===== src/rtl/ee_pkg.sv =====
package ee_pkg;
  localparam int EE_AW = 8;
  localparam int EE_BW = 8;

  typedef enum logic [3:0] {
    ST_IDLE, ST_DEV, ST_DEV_ACK, ST_WADDR, ST_WADDR_ACK,
    ST_WDATA, ST_WDATA_ACK, ST_TX, ST_MACK, ST_SKIP
  } ee_state_e;

  // device code in the top nibble, strap bits below, direction bit ignored
  function automatic logic addr_hit(input logic [EE_BW-1:0] b,
                                    input logic [3:0] code,
                                    input logic [2:0] sel);
    return b[EE_BW-1:1] == {code, sel};
  endfunction

  function automatic logic [EE_AW-1:0] ptr_step(input logic [EE_AW-1:0] p);
    return p + {{(EE_AW-1){1'b0}}, 1'b1};
  endfunction

  function automatic logic [7:0] burst_cap(input logic page,
                                           input int unsigned norm,
                                           input int unsigned pg);
    return page ? 8'(pg) : 8'(norm);
  endfunction
endpackage


===== src/rtl/ee_line_sync.sv =====
module ee_line_sync #(
  parameter int STAGES = 2
) (
  input  logic clk,
  input  logic rst_n,
  input  logic scl_i,
  input  logic sda_i,
  output logic scl_s,
  output logic sda_s,
  output logic ev_start,
  output logic ev_stop,
  output logic ev_rise,
  output logic ev_fall
);
  localparam int LAST = STAGES + 1;

  // bit 1 = SCL, bit 0 = SDA; one extra stage keeps the previous sample
  logic [1:0] chain [0:LAST];
  logic scl_p, sda_p;

  assign chain[0] = {scl_i, sda_i};

  for (genvar g = 0; g < LAST; g++) begin : g_stage
    always_ff @(posedge clk or negedge rst_n) begin
      if (!rst_n) chain[g+1] <= 2'b11;
      else        chain[g+1] <= chain[g];
    end
  end

  assign scl_s = chain[STAGES][1];
  assign sda_s = chain[STAGES][0];
  assign scl_p = chain[LAST][1];
  assign sda_p = chain[LAST][0];

  assign ev_start = scl_s & scl_p & sda_p & ~sda_s;
  assign ev_stop  = scl_s & scl_p & ~sda_p & sda_s;
  assign ev_rise  = scl_s & ~scl_p;
  assign ev_fall  = ~scl_s & scl_p;
endmodule


===== src/rtl/ee_byte_store.sv =====
module ee_byte_store #(
  parameter int AW = 8,
  parameter int DW = 8
) (
  input  logic          clk,
  input  logic          rst_n,
  input  logic          we,
  input  logic [AW-1:0] addr,
  input  logic [DW-1:0] wdata,
  output logic [DW-1:0] rdata
);
  localparam int DEPTH = 1 << AW;

  logic [DW-1:0] cells [DEPTH];

  always_ff @(posedge clk or negedge rst_n) begin
    if (!rst_n) begin
      for (int i = 0; i < DEPTH; i++) cells[i] <= '0;
    end else if (we) begin
      cells[addr] <= wdata;
    end
  end

  assign rdata = cells[addr];
endmodule


===== src/rtl/ee_link_ctrl.sv =====
module ee_link_ctrl
  import ee_pkg::*;
#(
  parameter logic [3:0] DEV_CODE   = 4'b1010,
  parameter int         NORM_LIMIT = 7,
  parameter int         PAGE_LIMIT = 8
) (
  input  logic             clk,
  input  logic             rst_n,
  input  logic             sda_s,
  input  logic             ev_start,
  input  logic             ev_stop,
  input  logic             ev_rise,
  input  logic             ev_fall,
  input  logic [2:0]       strap,
  input  logic             page_mode,
  input  logic [EE_BW-1:0] rd_data,
  output logic             sda_oe,
  output logic             wr_en,
  output logic [EE_AW-1:0] ptr,
  output logic [EE_BW-1:0] wr_data,
  output ee_state_e        state
);
  localparam int BCW = $clog2(EE_BW + 1);
  localparam logic [BCW-1:0] FULL = BCW'(EE_BW);

  logic [BCW-1:0]   bit_cnt;
  logic [EE_BW-1:0] rx_sh;
  logic [EE_BW-2:0] tx_sh;
  logic [7:0]       wcnt;
  logic             is_read;
  logic             m_ack;
  logic             byte_in;
  logic             room;

  assign byte_in = ev_fall && (bit_cnt == FULL);
  assign room    = wcnt < burst_cap(page_mode, NORM_LIMIT, PAGE_LIMIT);
  assign wr_en   = (state == ST_WDATA) && byte_in && room;
  assign wr_data = rx_sh;

  always_ff @(posedge clk or negedge rst_n) begin
    if (!rst_n) begin
      state   <= ST_IDLE;
      bit_cnt <= '0;
      rx_sh   <= '0;
      tx_sh   <= '0;
      wcnt    <= '0;
      is_read <= 1'b0;
      m_ack   <= 1'b0;
      sda_oe  <= 1'b0;
      ptr     <= '0;
    end else if (ev_start) begin
      state   <= ST_DEV;
      bit_cnt <= '0;
      wcnt    <= '0;
      sda_oe  <= 1'b0;
    end else if (ev_stop) begin
      state   <= ST_IDLE;
      sda_oe  <= 1'b0;
    end else begin
      unique case (state)
        ST_DEV, ST_WADDR, ST_WDATA: begin
          if (ev_rise && bit_cnt < FULL) begin
            rx_sh   <= {rx_sh[EE_BW-2:0], sda_s};
            bit_cnt <= bit_cnt + 1'b1;
          end else if (byte_in) begin
            if (state == ST_DEV) begin
              if (addr_hit(rx_sh, DEV_CODE, strap)) begin
                sda_oe  <= 1'b1;
                is_read <= rx_sh[0];
                state   <= ST_DEV_ACK;
              end else begin
                state   <= ST_SKIP;
              end
            end else if (state == ST_WADDR) begin
              ptr    <= rx_sh[EE_AW-1:0];
              sda_oe <= 1'b1;
              state  <= ST_WADDR_ACK;
            end else if (room) begin
              ptr    <= ptr_step(ptr);
              wcnt   <= wcnt + 8'd1;
              sda_oe <= 1'b1;
              state  <= ST_WDATA_ACK;
            end else begin
              state  <= ST_SKIP;
            end
          end
        end
        ST_DEV_ACK: begin
          if (ev_fall) begin
            if (is_read) begin
              tx_sh   <= rd_data[EE_BW-2:0];
              sda_oe  <= ~rd_data[EE_BW-1];
              ptr     <= ptr_step(ptr);
              bit_cnt <= BCW'(1);
              state   <= ST_TX;
            end else begin
              sda_oe  <= 1'b0;
              bit_cnt <= '0;
              state   <= ST_WADDR;
            end
          end
        end
        ST_WADDR_ACK, ST_WDATA_ACK: begin
          if (ev_fall) begin
            sda_oe  <= 1'b0;
            bit_cnt <= '0;
            state   <= ST_WDATA;
          end
        end
        ST_TX: begin
          if (ev_fall) begin
            if (bit_cnt < FULL) begin
              sda_oe  <= ~tx_sh[EE_BW-2];
              tx_sh   <= {tx_sh[EE_BW-3:0], 1'b0};
              bit_cnt <= bit_cnt + 1'b1;
            end else begin
              sda_oe  <= 1'b0;
              state   <= ST_MACK;
            end
          end
        end
        ST_MACK: begin
          if (ev_rise) begin
            m_ack <= ~sda_s;
          end else if (ev_fall) begin
            if (m_ack) begin
              tx_sh   <= rd_data[EE_BW-2:0];
              sda_oe  <= ~rd_data[EE_BW-1];
              ptr     <= ptr_step(ptr);
              bit_cnt <= BCW'(1);
              state   <= ST_TX;
            end else begin
              state   <= ST_SKIP;
            end
          end
        end
        default: ;
      endcase
    end
  end
endmodule


===== src/rtl/i2c_eeprom_target.sv =====
module i2c_eeprom_target
  import ee_pkg::*;
#(
  parameter logic [3:0] DEV_CODE    = 4'b1010,
  parameter int         NORM_LIMIT  = 7,
  parameter int         PAGE_LIMIT  = 8,
  parameter int         SYNC_STAGES = 2
) (
  input  logic       clk,
  input  logic       rst_n,
  input  logic       scl_i,
  input  logic       sda_i,
  output logic       sda_oe,
  input  logic [2:0] strap,
  input  logic       page_mode
);
  logic             scl_s, sda_s;
  logic             ev_start, ev_stop, ev_rise, ev_fall;
  logic             mem_we;
  logic [EE_AW-1:0] ptr;
  logic [EE_BW-1:0] mem_wdata, mem_rdata;
  ee_state_e        fsm_state;

  ee_line_sync #(.STAGES(SYNC_STAGES)) u_sync (
    .clk(clk), .rst_n(rst_n), .scl_i(scl_i), .sda_i(sda_i),
    .scl_s(scl_s), .sda_s(sda_s),
    .ev_start(ev_start), .ev_stop(ev_stop),
    .ev_rise(ev_rise), .ev_fall(ev_fall)
  );

  ee_link_ctrl #(
    .DEV_CODE(DEV_CODE), .NORM_LIMIT(NORM_LIMIT), .PAGE_LIMIT(PAGE_LIMIT)
  ) u_ctrl (
    .clk(clk), .rst_n(rst_n), .sda_s(sda_s),
    .ev_start(ev_start), .ev_stop(ev_stop),
    .ev_rise(ev_rise), .ev_fall(ev_fall),
    .strap(strap), .page_mode(page_mode), .rd_data(mem_rdata),
    .sda_oe(sda_oe), .wr_en(mem_we), .ptr(ptr),
    .wr_data(mem_wdata), .state(fsm_state)
  );

  ee_byte_store #(.AW(EE_AW), .DW(EE_BW)) u_store (
    .clk(clk), .rst_n(rst_n), .we(mem_we), .addr(ptr),
    .wdata(mem_wdata), .rdata(mem_rdata)
  );
endmodule


===== config.mk =====
export PLATFORM = sky130hd
export DESIGN_NAME = i2c_eeprom_target
export DESIGN_NICKNAME = d
export VERILOG_FILES = /design/src/rtl/ee_pkg.sv /design/src/rtl/ee_line_sync.sv /design/src/rtl/ee_byte_store.sv /design/src/rtl/ee_link_ctrl.sv /design/src/rtl/i2c_eeprom_target.sv
export SDC_FILE = /design/constraint.sdc
export NUM_CORES = 2
export LEC_CHECK = 0
export ABC_AREA = 1
export CORE_MARGIN = 2
export CORE_UTILIZATION = 39
export DETAILED_ROUTE_END_ITERATION = 12
export GPL_ROUTABILITY_DRIVEN = 0
export GPL_TIMING_DRIVEN = 1
export SYNTH_ARGS = -nofsm -noshare
export SYNTH_HDL_FRONTEND = slang
export SYNTH_SLANG_ARGS = --single-unit

===== constraint.sdc =====
create_clock -name clk -period 2.7 [get_ports clk]
set_clock_uncertainty 0.1 [all_clocks]
set_input_delay 0.54 -clock clk [delete_from_list [all_inputs] [get_ports clk]]
set_output_delay 0.54 -clock clk [all_outputs]
set_load 0.01 [all_outputs]

### Word-level counts from Yosys, hierarchy flattened

Index checks and enable logic that the tools add are counted.

| cells by class | value |
|---|---|
| mux-type cells | 80 |
| bitwise gates (word level) | 17 |
| eq/ne operators | 44 |
| reduce and logical (&&, ||, !) cells | 23 |
| magnitude comparators | 4 |
| add/sub/neg operators | 3 |

Operators with widths:

| kind | number |
|---|---|
| 2048-bit bitwise mux | 1 |
| 8-bit 2-to-1 mux | 21 |
| 4-bit 2-to-1 mux | 26 |
| 8-bit binary-select mux with 8-bit select | 1 |
| 8-bit demux with 8-bit select | 1 |
| 7-bit 2-to-1 mux | 7 |
| 4-bit case mux with 5 select lines | 2 |
| 4-bit by 3-bit inequality test with 1-bit output, second input constant | 6 |
| 8-bit case mux with 3 select lines | 1 |
| 3-bit by 2-bit inequality test with 1-bit output, second input constant | 7 |
| 7-bit case mux with 3 select lines | 1 |
| 10-bit AND reduction | 2 |
| 1-bit 2-to-1 mux | 17 |
| 8-bit by 1-bit adder with 8-bit output, second input constant | 2 |
| 4-bit by 3-bit equality test with 1-bit output, second input constant | 4 |
| 2-bit by 1-bit inequality test with 1-bit output, second input constant | 7 |
| 2-bit inequality test, second input constant | 7 |
| 7-bit AND reduction | 2 |
| 4-bit inequality test, second input constant | 3 |
| 12-bit AND reduction | 1 |
| 11-bit AND reduction | 1 |
| 9-bit >= comparator, second input constant | 1 |
| 9-bit by 1-bit less-than comparator with 1-bit output, second input constant | 1 |
| 1-bit NOT | 9 |
| other kinds (24) | 40 |

| storage, ports and cells | value |
|---|---|
| input port bits | 8 |
| bits in registers | 2096 |
| logic and storage cells | 439 |
| output and inout bits | 1 |

### Logic depth before layout (Yosys ltp)

| logic depth | value |
|---|---|
| depth in word-level cells | 11 |
| depth in mapped cells | 20 |
| depth with buffers taken out | 16 |

### Cells and area by module

Synthesis repeated with hierarchy kept, for this count alone.

| second synthesis, totals | value |
|---|---|
| cells, all modules | 12807 |
| area total of the unflattened synthesis | 97489.8 sq um |

By module, submodules not included:

| module | area an instance (sq um) | times used | cells each | seq. area each (sq um) |
|---|---|---|---|---|
| ee_byte_store | 94333.0 | 1 | 12379 | 51249.2 |
| ee_link_ctrl | 2957.8 | 1 | 411 | 1051.0 |
| ee_line_sync | 198.9 | 1 | 17 | 157.7 |

### Worst setup path before layout

No wires, ideal clock.

| timing path | value |
|---|---|
| kind | input to register |
| start point | input port page_mode |
| end point | register u_store.cells[1813] (netlist name) |
| path buffers | 3 |
| arrival | 2.636 ns |
| setup time | 0.128 ns |
| required time | 2.472 ns |
| slack | -0.165 ns |
| stages | 14 |
| cell sequence | inv_1 > ha_1 > a21o_1 > a31oi_1 > nand2_1 > nor3_4 > inv_4 > buf_12 > nor2_8 > buf_12 > nand2_4 > buf_6 > nand2_1 > o21ai_2 |

| between the ends | value |
|---|---|
| word-level cells in the longest chain between the ends | 3 |

Ends and longest elaborated chain:

| what | line | text |
|---|---|---|
| start: declaration | i2c_eeprom_target.sv:15 | `input logic page_mode` |
| 4-bit 2-to-1 mux | ee_pkg.sv:24 | `return page ? 8'(pg) : 8'(norm);` |
| 8-bit less-than comparator | ee_link_ctrl.sv:37 | `assign room = wcnt < burst_cap(page_mode, NORM_LIMIT, PAGE_LIMIT);` |
| 1-bit logical AND | ee_link_ctrl.sv:38 | `assign wr_en = (state == ST_WDATA) && byte_in && room;` |
| end signal: indexed assignment | ee_byte_store.sv:20 | `cells[addr] <= wdata;` |
| end: declaration | ee_byte_store.sv:14 | `logic [DW-1:0] cells [DEPTH];` |

No other way between the ends.
A chain may end at the register's enable or synchronous reset.

### Worst setup path in the final report

| timing path | value |
|---|---|
| start point | register u_ctrl.ptr[0] |
| end point | register u_ctrl.tx_sh[2] |

| between the ends | value |
|---|---|
| word-level cells in the longest chain between the ends | 8 |
| elaborated cells on any way between the ends | 10 |
| those cells by class | mux: 9; bitwise: 1 |

Ends and longest elaborated chain:

| what | line | text |
|---|---|---|
| start: declaration | ee_link_ctrl.sv:20 | `output logic [EE_AW-1:0] ptr,` |
| start signal: assignment | ee_link_ctrl.sv:76 | `ptr <= rx_sh[EE_AW-1:0];` |
| start signal: assignment | ee_link_ctrl.sv:80 | `ptr <= ptr_step(ptr);` |
| start signal: assignment | ee_link_ctrl.sv:94 | `ptr <= ptr_step(ptr);` |
| 8-bit NOT with 9-bit output (implied by the code) (*) | ee_byte_store.sv:24 | `assign rdata = cells[addr];` |
| 8-bit binary-select mux with 8-bit select (*) | ee_byte_store.sv:24 |  |
| 8-bit 2-to-1 mux (implied by the code) (*) (2 in series) | ee_byte_store.sv:24 |  |
| 7-bit 2-to-1 mux | ee_link_ctrl.sv:127 | `if (m_ack) begin` |
| 7-bit 2-to-1 mux | ee_link_ctrl.sv:126 | `end else if (ev_fall) begin` |
| 7-bit 2-to-1 mux | ee_link_ctrl.sv:124 | `if (ev_rise) begin` |
| 7-bit case mux with 3 select lines (*) | ee_link_ctrl.sv:61 | `unique case (state)` |
| end signal: assignment | ee_link_ctrl.sv:92 | `tx_sh <= rd_data[EE_BW-2:0];` |
| end signal: assignment | ee_link_ctrl.sv:115 | `tx_sh <= {tx_sh[EE_BW-3:0], 1'b0};` |
| end signal: assignment | ee_link_ctrl.sv:128 | `tx_sh <= rd_data[EE_BW-2:0];` |
| end: declaration | ee_link_ctrl.sv:29 | `logic [EE_BW-2:0] tx_sh;` |

Mark *: on every way between the ends. The rest lies on a longest branch, timed or not. The select of a mux whose other input is x is not followed.

==> load_flow_metrics.sql <==
INSERT INTO impl_metrics (metric_group, metric, value, unit) VALUES
('run_status', 'status', 'finished with violations', ''),
('run_status', 'violations', 'negative setup slack', ''),
('cells_and_area', 'nNetsFinal', '12400', ''),
('route', 'drt_first_pass_iters', '7', ''),
('floorplan', 'fp.dieArea', '253000', 'um2'),
('clock_network', 'bufs_on_longest_clock_path', '3', ''),
('logic_synthesis', 'synthDominantAreaCellType', 'sky130_fd_sc_hd__dfrtp_1', ''),
('floorplan', 'io_pins', '9', ''),
('route', 'route.detailed.vias_per_inst', '5.47', ''),
('power_and_ir_drop', 'powerDensity', '914', 'nW/um2'),
('critical_path', 'worst_path_most_repeated_cell', 'sky130_fd_sc_hd__nand2_1', ''),
('grt', 'gr-total-overflow', '0', ''),
('power_and_ir_drop', 'seqPwrFrac', '0.293', ''),
('cells_and_area', 'final_util', '0.481', ''),
('route', 'drcViolationCount', '0', ''),
('clock_network', 'cts.sink_count', '2096', ''),
('critical_path', 'rr_worst_depth', '18', ''),
('power_and_ir_drop', 'internal_power', '0.0649', 'W'),
('sta', 'finalSetupViolCount', '340', ''),
('sta', 'final_hold_viols', '0', ''),
('route', 'routed_wire_length_per_instance', '21.0', 'um'),
('route', 'detailedRoute.firstIterationViolations', '10200', ''),
('logic_synthesis', 'synth.ff_latch_count', '2096', ''),
('clock_network', 'cts_inserted_buffers', '216', ''),
('logic_synthesis', 'synth_top_cells_by_area', 'sky130_fd_sc_hd__dfrtp_1 54%, sky130_fd_sc_hd__nand2_1 14%, sky130_fd_sc_hd__o21ai_0 13%, sky130_fd_sc_hd__nor2_1 6.4%, sky130_fd_sc_hd__o21ai_1 3.5%', ''),
('grt', 'wire_length_of_the_first_global_routing_pass', '503', 'mm'),
('logic_synthesis', 'synth_seq_area_share', '0.541', ''),
('sta', 'fmax', '0.349', 'GHz'),
('floorplan', 'core.rowCount', '183', ''),
('clock_network', 'clock_tree.htree_level_count', '4', ''),
('logic_synthesis', 'synth_compound_gate_area_share', '0.175', ''),
('sta', 'worst_hold_slack', '86.6', 'ps'),
('critical_path', 'crit_type', 'reg -> reg', ''),
('sta', 'rsz0062_at_grt', 'yes', ''),
('critical_path', 'max_stage_delay', '530', 'ps'),
('clock_network', 'clock_pin_transition_on_the_worst_setup_and_hold_timing_paths', '60', 'ps'),
('clock_network', 'cts_tree', 'done', ''),
('cells_and_area', 'layout-area-overhead-vs-synth', '23.0', '%'),
('sta', 'finalWorstSetupSlack', '-167', 'ps'),
('logic_synthesis', 'synthesis.area', '97000', 'um2'),
('logic_synthesis', 'syn_avg_cell_area', '7.97', 'um2'),
('route', 'ant_nets', '0', ''),
('placement', 'detailed_place_hpwl', '204', 'mm'),
('floorplan', 'initial_core_util', '0.391', ''),
('sta', 'final_min_period_over_clock_period', '1.06', ''),
('power_and_ir_drop', 'power.static_leakage', '54.3', 'nW'),
('critical_path', 'crit_path_end_kind', 'register', ''),
('clock_network', 'worstSkewPairLatency', '880', 'ps'),
('logic_synthesis', 'synthXorXnorAreaFrac', '0.000361', ''),
('critical_path', 'cpLargestDelayFamily', 'simple AND/OR/NAND/NOR gates', ''),
('sta', 'worst-slew-pin-transition', '1120', 'ps'),
('power_and_ir_drop', 'netSwitchingPower', '0.0442', 'W'),
('placement', 'numPortBuffers', '8', ''),
('floorplan', 'floorplan.die.width', '503', 'um'),
('logic_synthesis', 'synth_top_area_share', '0.539', ''),
('logic_synthesis', 'top_flip_flop_cell_by_instance_count_after_synthesis', 'sky130_fd_sc_hd__dfrtp_1', ''),
('critical_path', 'worst_r2r_endpoint', 'u_ctrl.tx_sh[2]$_DFFE_PN0P_', ''),
('grt', 'grt_antenna_before_repair', '3', ''),
('floorplan', 'coreArea', '248000', 'um2'),
('critical_path', 'path_buf_inv', '4', ''),
('sta', 'finalWorstPathRequiredPeriod', '2870', 'ps'),
('logic_synthesis', 'async_flop_share', '1.00', ''),
('logic_synthesis', 'synth_simple_gate_area_share', '0.230', ''),
('critical_path', 'worst-endpoint-required', '3370', 'ps'),
('power_and_ir_drop', 'peakVddDrop', '825', 'uV'),
('grt', 'largest_net_degree_at_the_start_of_global_routing', '126', ''),
('logic_synthesis', 'synth_enable_flop_cells', '0', ''),
('critical_path', 'crit_path_start_kind', 'register', ''),
('power_and_ir_drop', 'power.share.combinational', '0.419', ''),
('critical_path', 'r2r_start', 'u_ctrl.ptr[0]$_DFFE_PN0P_', ''),
('critical_path', 'critical-path-slowest-cell', 'sky130_fd_sc_hd__dfrtp_4', '');
synthesized netlist by cell type (all sizes together), types with 2 or more instances:
library cell / instances
xor2: 2
o211ai: 3
inv: 178
a21oi: 19
nand3: 72
nand4: 57
xnor2: 2
ha: 10
o22ai: 103
buf: 269
nor3: 10
a31oi: 3
dfrtp: 2090
nor2: 1686
and2: 4
clkbuf: 656
a22o: 2
o31ai: 4
dfstp: 6
nand2: 3793
o21a: 2
o21bai: 3
o21ai: 3189
metal layers:
metal | vias up | GRT usage | routed length (um)
met1 | 42500 | 0.356 | 143000
li1 | 40200 | - | -
met4 | 2 | 0.100 | 14000
met3 | 581 | 0.0385 | 25200
met2 | 3561 | 0.399 | 152000
met5 | - | 0 | 20
through the flow:
stage | area (um2) | TNS (ps) | cells | power [W] | setup slack, ps
after CTS | 115000 | -5110 | 15800 | 0.108 | -125
after detailed placement | 106000 | -1417810 | 15300 | 0.0731 | -924
after global placement | 106000 | -1661030 | 15300 | 0.0731 | -1050
after global routing | 119000 | -179550 | 15900 | 0.114 | -285
after floorplan | 97900 | -55290 | 12200 | 0.0537 | -131
final | 119000 | -10210 | 15900 | 0.109 | -167
how the worst max path moves through the flow:
stage / slack, ps / from / to / depth (start not counted)
after detailed placement: -920 / page_mode / u_store.cells[591]$_DFFE_PN0P_ / 16
final: -170 / u_ctrl.ptr[0]$_DFFE_PN0P_ / u_ctrl.tx_sh[2]$_DFFE_PN0P_ / 18
after global routing: -280 / u_ctrl.ptr[0]$_DFFE_PN0P_ / u_ctrl.sda_oe$_DFFE_PN0P_ / 21
after CTS: -130 / u_ctrl.ptr[0]$_DFFE_PN0P_ / u_ctrl.tx_sh[3]$_DFFE_PN0P_ / 17
after global placement: -1050 / page_mode / u_store.cells[591]$_DFFE_PN0P_ / 16
after floorplan: -130 / page_mode / u_store.cells[1814]$_DFFE_PN0P_ / 14
worst reg2reg max path: cells and delay by family (launching register included):
kind	cells	cell delay, ps
AOI/OAI and AO/OA	1	100
and+or+nand+nor	13	1330
buffers and inverters	4	720
DFF	1	530
power by group through the flow:
stage	registers [W]	logic, W	clock network [W]
4_1_cts	0.0320	0.0439	0.0318
2_1_floorplan	0.0324	0.0213	0
3_5_place_dp	0.0325	0.0405	0
5_1_grt	0.0320	0.0488	0.0331
6_report	0.0320	0.0457	0.0314
3_3_place_gp	0.0325	0.0406	0
cell type report:
cell class / count / area, um2
timing repair buffer: 898 / 11700
timing repair inverter: 3 / 48.8
inverter: 179 / 781
antenna: 2 / 5.00
clock inverter: 69 / 952
clock buffer: 330 / 6500
sequential: 2096 / 52500
fill: 23300 / 129000
multi-input combinational: 8984 / 42700
tap: 3330 / 4170
timing repair:
| item | CTS | global route |
|---|---|---|
| setup buffers | 37 | 44 |
| gates cloned | 23 | 60 |
| hold buffers | 3 | 0 |
| resized for setup | 374 | 928 |
| pin swaps | 85 | 115 |
| setup endpoints to repair | 1371 | 1935 |
| hold endpoints to repair | 1250 | 0 |
kinds of logic (layout without fill, tap and decap cells):
logic type / Yosys count / in the layout
compound gates: 3333 / 3333
xor+xnor: 4 / 4
fa+ha+maj: 10 / 10
other cells: 0 / 2
flops: 2096 / 2096
buf+inv: 1104 / 1479
simple gates: 5625 / 5637
cell usage in the layout (no fill, tap or decap), types with 18 or more instances in the layout:
cell type / synthesis / final
sky130_fd_sc_hd__a21oi_1: 19 / 18
sky130_fd_sc_hd__buf_12: 8 / 259
sky130_fd_sc_hd__buf_16: 0 / 29
sky130_fd_sc_hd__buf_2: 124 / 19
sky130_fd_sc_hd__buf_4: 12 / 447
sky130_fd_sc_hd__buf_6: 80 / 63
sky130_fd_sc_hd__buf_8: 2 / 38
sky130_fd_sc_hd__bufinv_16: 0 / 18
sky130_fd_sc_hd__clkbuf_1: 656 / 51
sky130_fd_sc_hd__clkbuf_16: 0 / 240
sky130_fd_sc_hd__clkbuf_8: 0 / 60
sky130_fd_sc_hd__clkinv_2: 0 / 34
sky130_fd_sc_hd__dfrtp_1: 2090 / 2088
sky130_fd_sc_hd__inv_1: 168 / 154
sky130_fd_sc_hd__nand2_1: 3687 / 3373
sky130_fd_sc_hd__nand2_2: 16 / 202
sky130_fd_sc_hd__nand2_4: 90 / 132
sky130_fd_sc_hd__nand2_8: 0 / 98
sky130_fd_sc_hd__nand3_1: 72 / 69
sky130_fd_sc_hd__nand4_1: 56 / 56
sky130_fd_sc_hd__nor2_1: 1656 / 1588
sky130_fd_sc_hd__nor2_2: 11 / 56
sky130_fd_sc_hd__nor2_4: 11 / 34
sky130_fd_sc_hd__o21ai_0: 2481 / 2122
sky130_fd_sc_hd__o21ai_1: 688 / 934
sky130_fd_sc_hd__o21ai_2: 20 / 133
sky130_fd_sc_hd__o22ai_1: 103 / 101
flip-flops by register name, indices dropped and copies added (netlist names):
signal	flops
u_ctrl.state	4
u_sync.scl_s	1
u_ctrl.tx_sh	7
u_ctrl.ptr	8
u_ctrl.is_read	1
u_ctrl.m_ack	1
u_ctrl.wcnt	8
u_sync.chain	4
u_ctrl.sda_oe	1
u_sync.sda_s	1
u_ctrl.wr_data	8
u_store.cells	2048
u_ctrl.bit_cnt	4
(Power assumes the default switching activity.)
